`config.mk`:
```
export PLATFORM = sky130hd
export DESIGN_NAME = gpio_edge_ctrl
export DESIGN_NICKNAME = d
export VERILOG_FILES = /design/src/rtl/gpio_edge_pkg.sv /design/src/rtl/gpio_sync.sv /design/src/rtl/gpio_edge_evt.sv /design/src/rtl/gpio_pad_drive.sv /design/src/rtl/gpio_edge_ctrl.sv
export SDC_FILE = /design/constraint.sdc
export NUM_CORES = 1
export LEC_CHECK = 0
export CORE_MARGIN = 4
export CORE_UTILIZATION = 60
export CTS_CLUSTER_DIAMETER = 100
export DETAILED_ROUTE_END_ITERATION = 8
export DONT_BUFFER_PORTS = 1
export GPL_TIMING_DRIVEN = 0
export PLACE_DENSITY = 0.88
export REMOVE_ABC_BUFFERS = 1
export SETUP_SLACK_MARGIN = 0.1
export SKIP_LAST_GASP = 1
export SLEW_MARGIN = 30
export SYNTH_ARGS = -nofsm -noshare
export SYNTH_HDL_FRONTEND = slang
export SYNTH_SLANG_ARGS = --single-unit
```
`constraint.sdc`:
```
create_clock -name clk -period 3.59 [get_ports clk]
set_input_delay 0.5385 -clock clk [delete_from_list [all_inputs] [get_ports clk]]
set_output_delay 0.5385 -clock clk [all_outputs]
set_load 0.01 [all_outputs]
```
`src/rtl/gpio_edge_pkg.sv`:
```
package gpio_edge_pkg;
  localparam logic [7:0] OFF_DIR  = 8'h00;
  localparam logic [7:0] OFF_OD   = 8'h04;
  localparam logic [7:0] OFF_DAT  = 8'h08;
  localparam logic [7:0] OFF_EVT  = 8'h0C;
  localparam logic [7:0] OFF_MSK  = 8'h10;
  localparam logic [7:0] OFF_CTL  = 8'h14;

  // event condition for one line
  function automatic logic edge_hit(input logic cur, input logic prev, input logic fall_only);
    logic fell, moved;
    fell  = prev & ~cur;
    moved = prev ^ cur;
    return fall_only ? fell : moved;
  endfunction

  // output enable for one line
  function automatic logic line_oe(input logic is_out, input logic is_od, input logic val);
    return is_out & ~(is_od & val);
  endfunction

  // driven level for one line
  function automatic logic line_level(input logic is_od, input logic val);
    return val & ~is_od;
  endfunction
endpackage

```
`src/rtl/gpio_sync.sv`:
```
module gpio_sync #(
  parameter int W      = 32,
  parameter int STAGES = 2
) (
  input  logic         clk,
  input  logic         rst_n,
  input  logic [W-1:0] d,
  output logic [W-1:0] q
);
  logic [W-1:0] stage_q [STAGES];

  for (genvar s = 0; s < STAGES; s++) begin : g_stage
    always_ff @(posedge clk) begin
      if (!rst_n) stage_q[s] <= '0;
      else if (s == 0) stage_q[s] <= d;
      else stage_q[s] <= stage_q[(s == 0) ? 0 : s-1];
    end
  end

  assign q = stage_q[STAGES-1];
endmodule

```
`src/rtl/gpio_edge_evt.sv`:
```
module gpio_edge_evt
  import gpio_edge_pkg::*;
#(
  parameter int W = 32
) (
  input  logic         clk,
  input  logic         rst_n,
  input  logic [W-1:0] smp,
  input  logic [W-1:0] fall_only,
  input  logic [W-1:0] clr,
  output logic [W-1:0] hit,
  output logic [W-1:0] evt_q
);
  logic [W-1:0] prev_q;

  for (genvar b = 0; b < W; b++) begin : g_bit
    assign hit[b] = edge_hit(smp[b], prev_q[b], fall_only[b]);
  end

  always_ff @(posedge clk) begin
    if (!rst_n) begin
      prev_q <= '0;
      evt_q  <= '0;
    end else begin
      prev_q <= smp;
      evt_q  <= (evt_q & ~clr) | hit;
    end
  end
endmodule

```
`src/rtl/gpio_pad_drive.sv`:
```
module gpio_pad_drive
  import gpio_edge_pkg::*;
#(
  parameter int W = 32
) (
  input  logic [W-1:0] dir_ln,
  input  logic [W-1:0] od_ln,
  input  logic [W-1:0] dat_ln,
  output logic [W-1:0] pad_out,
  output logic [W-1:0] pad_oe
);
  for (genvar n = 0; n < W; n++) begin : g_line
    assign pad_oe[n]  = line_oe(dir_ln[n], od_ln[n], dat_ln[n]);
    assign pad_out[n] = line_level(od_ln[n], dat_ln[n]);
  end
endmodule

```
`src/rtl/gpio_edge_ctrl.sv`:
```
module gpio_edge_ctrl
  import gpio_edge_pkg::*;
#(
  parameter int LINES       = 32,
  parameter int ADDR_W      = 5,
  parameter int SYNC_STAGES = 2
) (
  input  logic              clk,
  input  logic              rst_n,
  input  logic [ADDR_W-1:0] bus_addr,
  input  logic              bus_wr,
  input  logic              bus_rd,
  input  logic [LINES-1:0]  bus_wdata,
  output logic [LINES-1:0]  bus_rdata,
  input  logic [LINES-1:0]  pad_in,
  output logic [LINES-1:0]  pad_out,
  output logic [LINES-1:0]  pad_oe,
  output logic              irq
);
  localparam logic [ADDR_W-1:0] A_DIR = OFF_DIR[ADDR_W-1:0];
  localparam logic [ADDR_W-1:0] A_OD  = OFF_OD[ADDR_W-1:0];
  localparam logic [ADDR_W-1:0] A_DAT = OFF_DAT[ADDR_W-1:0];
  localparam logic [ADDR_W-1:0] A_EVT = OFF_EVT[ADDR_W-1:0];
  localparam logic [ADDR_W-1:0] A_MSK = OFF_MSK[ADDR_W-1:0];
  localparam logic [ADDR_W-1:0] A_CTL = OFF_CTL[ADDR_W-1:0];

  // register-order state (bit LINES-1-n belongs to line n)
  logic [LINES-1:0] dir_q, od_q, dat_q, msk_q, ctl_q;
  logic [LINES-1:0] evt_q, hit_w, evt_clr;
  logic [LINES-1:0] pad_reg_order, pad_sync;
  logic [LINES-1:0] dir_ln, od_ln, dat_ln;
  logic             evt_wr;
  logic [LINES-1:0] rd_mux;

  // line order <-> register order
  for (genvar n = 0; n < LINES; n++) begin : g_map
    assign pad_reg_order[LINES-1-n] = pad_in[n];
    assign dir_ln[n] = dir_q[LINES-1-n];
    assign od_ln[n]  = od_q[LINES-1-n];
    assign dat_ln[n] = dat_q[LINES-1-n];
  end

  gpio_sync #(.W(LINES), .STAGES(SYNC_STAGES)) u_sync (
    .clk   (clk),
    .rst_n (rst_n),
    .d     (pad_reg_order),
    .q     (pad_sync)
  );

  assign evt_wr  = bus_wr && (bus_addr == A_EVT);
  assign evt_clr = evt_wr ? bus_wdata : '0;

  gpio_edge_evt #(.W(LINES)) u_evt (
    .clk       (clk),
    .rst_n     (rst_n),
    .smp       (pad_sync),
    .fall_only (ctl_q),
    .clr       (evt_clr),
    .hit       (hit_w),
    .evt_q     (evt_q)
  );

  gpio_pad_drive #(.W(LINES)) u_drive (
    .dir_ln  (dir_ln),
    .od_ln   (od_ln),
    .dat_ln  (dat_ln),
    .pad_out (pad_out),
    .pad_oe  (pad_oe)
  );

  always_ff @(posedge clk) begin
    if (!rst_n) begin
      dir_q <= '0;
      od_q  <= '0;
      dat_q <= '0;
      msk_q <= '0;
      ctl_q <= '0;
    end else if (bus_wr) begin
      if (bus_addr == A_DIR) dir_q <= bus_wdata;
      if (bus_addr == A_OD)  od_q  <= bus_wdata;
      if (bus_addr == A_DAT) dat_q <= bus_wdata;
      if (bus_addr == A_MSK) msk_q <= bus_wdata;
      if (bus_addr == A_CTL) ctl_q <= bus_wdata;
    end
  end

  always_comb begin
    rd_mux = '0;
    unique case (bus_addr)
      A_DIR:   rd_mux = dir_q;
      A_OD:    rd_mux = od_q;
      A_DAT:   rd_mux = (dat_q & dir_q) | (pad_sync & ~dir_q);
      A_EVT:   rd_mux = evt_q;
      A_MSK:   rd_mux = msk_q;
      A_CTL:   rd_mux = ctl_q;
      default: rd_mux = '0;
    endcase
  end

  always_ff @(posedge clk) begin
    if (!rst_n) bus_rdata <= '0;
    else if (bus_rd) bus_rdata <= rd_mux;
  end

  assign irq = |(evt_q & msk_q);
endmodule

```
-- After elaboration in Yosys (flattened, before gate mapping)
Memory sizes are Yosys's and may differ from the RTL's.
Index checks and enable logic that the tools add are counted.
- memory bits (writable): 64
- register bits after elaboration: 256
- output and inout port bits: 97
- memories: 1
- word-level logic and storage cells: 326
- reduce and logical (&&, ||, !) cells: 8
- equal/unequal tests: 5
- bitwise gates (word level): 266
- mux-type cells: 38
- memory list (memory ; words ; bits a word ; rd ports ; clocked after Yosys merged registers in ; write ports ; RTL line ; source):
    u_sync.stage_q ; 2 ; 32 ; 2 ; 0 ; 2 ; gpio_sync.sv:10 ; logic [W-1:0] stage_q [STAGES];
- operators with widths (operator ; number):
    $pmux W32 S6 ; 1
    $and A1 B1 Y1 ; 128
    $and A32 B32 Y32 ; 4
    $mux W32 ; 3
    $not A1 Y1 ; 96
    $not A32 Y32 ; 2
    $or A32 B32 Y32 ; 2
    $mux W1 ; 34
    $reduce_or A32 Y1 ; 1
    $xor A1 B1 Y1 ; 32
    $eq A5 B4 Y1 const B ; 2
    $eq A5 B5 Y1 const B ; 2
    $reduce_and A2 Y1 ; 5
    $eq A5 B3 Y1 const B ; 1
    $logic_not A5 Y1 ; 1
    $or A1 B1 Y1 ; 2
    $logic_and A1 B1 Y1 ; 1

-- Logic depth before layout (Yosys ltp)
- word-level depth: 6
- depth in mapped cells: 6
- gate-level depth less buffers: 5

-- Cells and area by module
From an unflattened synthesis, not the netlist that was laid out.
- cells, all modules: 1569
- area total of the unflattened synthesis: 14062.2 µm²
- modules (own cells, without submodules) (module ; area an instance (µm²) ; instances ; cells an instance ; sequential area each (µm²)):
    gpio_edge_ctrl ; 8862.2 ; 1 ; 1076 ; 3843.7
    gpio_edge_evt ; 2887.8 ; 1 ; 295 ; 1281.2
    gpio_sync ; 1791.7 ; 1 ; 134 ; 1281.2
    gpio_pad_drive ; 520.5 ; 1 ; 64 ; 0.0

-- Least setup slack after synthesis
OpenSTA, ideal clock, no wires.
- path type: input -> register
- from: in bus_addr[4]
- to: reg u_evt.evt_q[10]
- path buffers: 3
- data required time: 3.466 ns
- arrival: 1.747 ns
- slack: 1.719 ns
- cell stages on the path: 6
- cell sequence: buf_4 -> or4b_1 -> clkbuf_1 -> clkbuf_1 -> o21ai_0 -> a21boi_0
- longest elaborated chain between the ends: 6
- RTL lines (element ; RTL line ; source):
    start, declared ; gpio_edge_ctrl.sv:10 ; input logic [ADDR_W-1:0] bus_addr,
    $eq A5 B4 Y1 ; gpio_edge_ctrl.sv:50 ; assign evt_wr = bus_wr && (bus_addr == A_EVT);
    $logic_and A1 B1 Y1 ; gpio_edge_ctrl.sv:50 ;
    $mux W32 ; gpio_edge_ctrl.sv:51 ; assign evt_clr = evt_wr ? bus_wdata : '0;
    $not A32 Y32 ; gpio_edge_evt.sv:26 ; evt_q <= (evt_q & ~clr) | hit;
    $and A32 B32 Y32 ; gpio_edge_evt.sv:26 ;
    $or A32 B32 Y32 ; gpio_edge_evt.sv:26 ;
    end signal, assigned ; gpio_edge_evt.sv:26 ;
    end, declared ; gpio_edge_evt.sv:12 ; output logic [W-1:0] evt_q
No other way between the ends.
A chain may end at the register's enable or synchronous reset.

-- Final worst setup path
- from: reg msk_q[23]
- to: out irq
- longest elaborated chain between the ends: 2
- RTL lines (element ; RTL line ; source):
    start, declared ; gpio_edge_ctrl.sv:28 ; logic [LINES-1:0] dir_q, od_q, dat_q, msk_q, ctl_q;
    start signal, assigned ; gpio_edge_ctrl.sv:82 ; if (bus_addr == A_MSK) msk_q <= bus_wdata;
    $and A32 B32 Y32 ; gpio_edge_ctrl.sv:105 ; assign irq = |(evt_q & msk_q);
    $reduce_or A32 Y1 ; gpio_edge_ctrl.sv:105 ;
    end, declared ; gpio_edge_ctrl.sv:18 ; output logic irq
No other way between the ends.

==> run metrics <==
CTS buffer count 34; Hold Path Sink bus_rdata[23]; router iterations before antenna repair 8; layout cells sized above 1 8.48%; met1 GRT Util between 30% and 40%; # IOs 170; final setup violation count 0; routing usage on met3 roughly 6.3%; crit-path max FO 3; antenna violations before repair 0; Clk network pwr share between 40% and 50%; largest net degree at the start of global routing ~320; postcts setup bufs 0; Syn. warnings 0; Worst R2R Setup Slack 2.41 ns; Async S/R FF share, synth 0%; core area about 24000 sq um; clk sinks between 300 and 400; vias in the first global route between 10000 and 15000; Reg2Reg Launch Point dir_q[31]; DR vias/cell about 6.5; Synth area leaders dfxtp_1 (44%), a21boi_0 (9.7%), o21ai_0 (7.7%), nand3_1 (6.6%), mux2i_1 (4.4%); PortBufs 0; worst-margin pin slew approximately 0.76 ns; crit path capture type output port; Sw Ratio 21.9%; status finished clean; VDD IR max ~0.36 mV; Tot GR Track Use between 20% and 30%; HP Class input pin to register; clock skew 0.0133 ns; RSZ-0062 raised after global routing false; worst flop-to-flop path endpoint bus_rdata[31]; Longest Clk Path Bufs 3; post-CTS resize count 0; PwrDens 483 nW/um^2; Fmax around 0.38 GHz; P_leak between 5 and 6 nW; H-tree depth 2; FP Rows 56; antenna-violating nets left 0; GR Layer Usage met2 between 40 and 50%; top-count cell post-synth dfxtp_1; worst relative slew slack 48.9%; Final min period around 2.7 ns; Mapped Cells around 1600; routed wire length about 40 mm; die height 164 um; drt wl/cell around 21 um; hold buffers post-CTS 0; cell taking the most area after synthesis dfxtp_1; Seq/Total Area, Yosys 44.0%; Layout area overhead 9.42%; CP Class register to output port; Synth Flop Type dfxtp_1; net load switching power 1.69 mW; Internal Dissipation 6.01 mW; global-route wire length before repair about 63 mm; Post-synth top cells dfxtp_1 (320), o21ai_0 (224), nand3_1 (192); placed instance area about 15000 sq um; Comb pwr share about 5.2%; synthesized area per cell between 8 and 9 sq um; initial drt markers 1308; clock transition at the registers of the reported paths 0.06 ns; gpl congestion approximately 0.8; cell area after layout approximately 16000 sq um; total power approximately 7.7 mW; CP required 3.05 ns; Initial Util between 60% and 70%; Worst Setup Start Kind register; CTS root buffer clkbuf_16; setup ws final roughly 0.92 ns; pre-CTS worst setup slack around 1 ns; share of power burned in registers between 40% and 50%; Arrival @ worst endpoint roughly 2.1 ns; Congestion Overflow GR 0; Mapped Area between 10000 and 15000 sq um; fin. max-slew vios 0; Hold Path Depth 1; hold_sp bus_rd; Die X between 150 and 200 um; Die ar. 26800 sq um; post-synth top area share between 40 and 50%; busiest grt layer met2; latest clock arrival within the worst-skew pair around 0.51 ns; TritonCTS clock tree built; Hold Vio Cnt, Final 0; #FFs+latches synth 320; number of max-cap violations 0; hpwl dp approximately 24 mm; DRC errors left 0; Reg2Reg Depth 3; fraction of the cycle the final worst path needs between 70% and 80%; via count between 10000 and 15000; nets between 1500 and 2000; # diodes 0; number of synthesized flops with an enable pin 0; Synth cell types 29
-- cell type report --
class | instances | area (sq um)
fillers | 1852 | 7750
multi-input cells | 1121 | 7480
repair buffers | 37 | 375
well taps | 319 | 399
inverters | 32 | 120
clock inverters | 4 | 45.0
clock buffers | 55 | 1100
flip-flops and latches | 320 | 6410
-- metal layers --
metal / up-vias / share of wire, %
met5: - / 0
met3: 111 / 9.0
met1: 5934 / 41
li1: 5659 / -
met2: 577 / 47
met4: 0 / 3.6
-- cell usage in the layout (no fill, tap or decap), types with 35 or more instances in the layout --
master	instances
nand3_1	192
clkbuf_16	37
mux2i_1	64
o21ai_0	224
and2_1	96
a21boi_0	189
dfxtp_1	320
a21boi_1	35
-- cell families (layout without fill, tap and decap cells) --
logic type               after synthesis  count (layout)  share of synthesized area (%)
AO/OA/AOI/OAI                        592             592                           26.1
adder cells (fa/ha/maj)               32              32                           2.75
buffers and inverters                180             128                           5.02
flip-flops                           320             320                           44.0
multiplexers                          96              96                           6.88
AND/OR/NAND/NOR                      401             401                           15.2
-- per-stage QoR --
stage | TNS [ns] | util [%] | instances | hold WS (ns)
floorplan | -308.03 | - | 1473 | 0.412
global placement | -1027.15 | 60.6 | 1792 | 0.414
detailed placement | 0 | 62.4 | 1829 | 0.418
CTS | 0 | 67.3 | 1888 | 0.118
global route | 0 | 67.3 | 1888 | 0.114
finish | 0 | 67.3 | 1888 | 0.131
-- worst max-delay path, cell delays in order (launching register included) --
cell     delay (ns)
dfxtp_1        0.32
a22oi_1        0.33
nand4_1        0.25
or4_1          0.71
-- how the worst max path moves through the flow --
stage,slack (ns),startpoint,depth (start not counted),endpoint
2_1_floorplan,-2.53,bus_addr[0],3,bus_rdata[0]
3_3_place_gp,-8.45,bus_addr[0],3,bus_rdata[2]
3_5_place_dp,0.98,bus_addr[3],8,od_q[3]
4_1_cts,0.98,u_evt.evt_q[23],3,irq
5_1_grt,0.90,msk_q[27],3,irq
6_report,0.92,msk_q[23],3,irq
-- state kept, by name, summed over array words and instances, names as in the netlist --
name and cells:
u_sync.stage_q 64, ctl_q 32, od_q 32, bus_rdata 32, u_evt.prev_q 32, msk_q 32
dat_q 32, dir_q 32, u_evt.evt_q 32
-- power groups by stage --
stage               Sequential (mW)  Combinational [mW]  Clock, mW
floorplan                      3.78               0.265          0
global placement               3.80               0.339          0
detailed placement             3.80               0.388          0
CTS                            3.73               0.393       3.60
global route                   3.74               0.434       3.78
finish                         3.73               0.399       3.57
(Power assumes the default switching activity.)
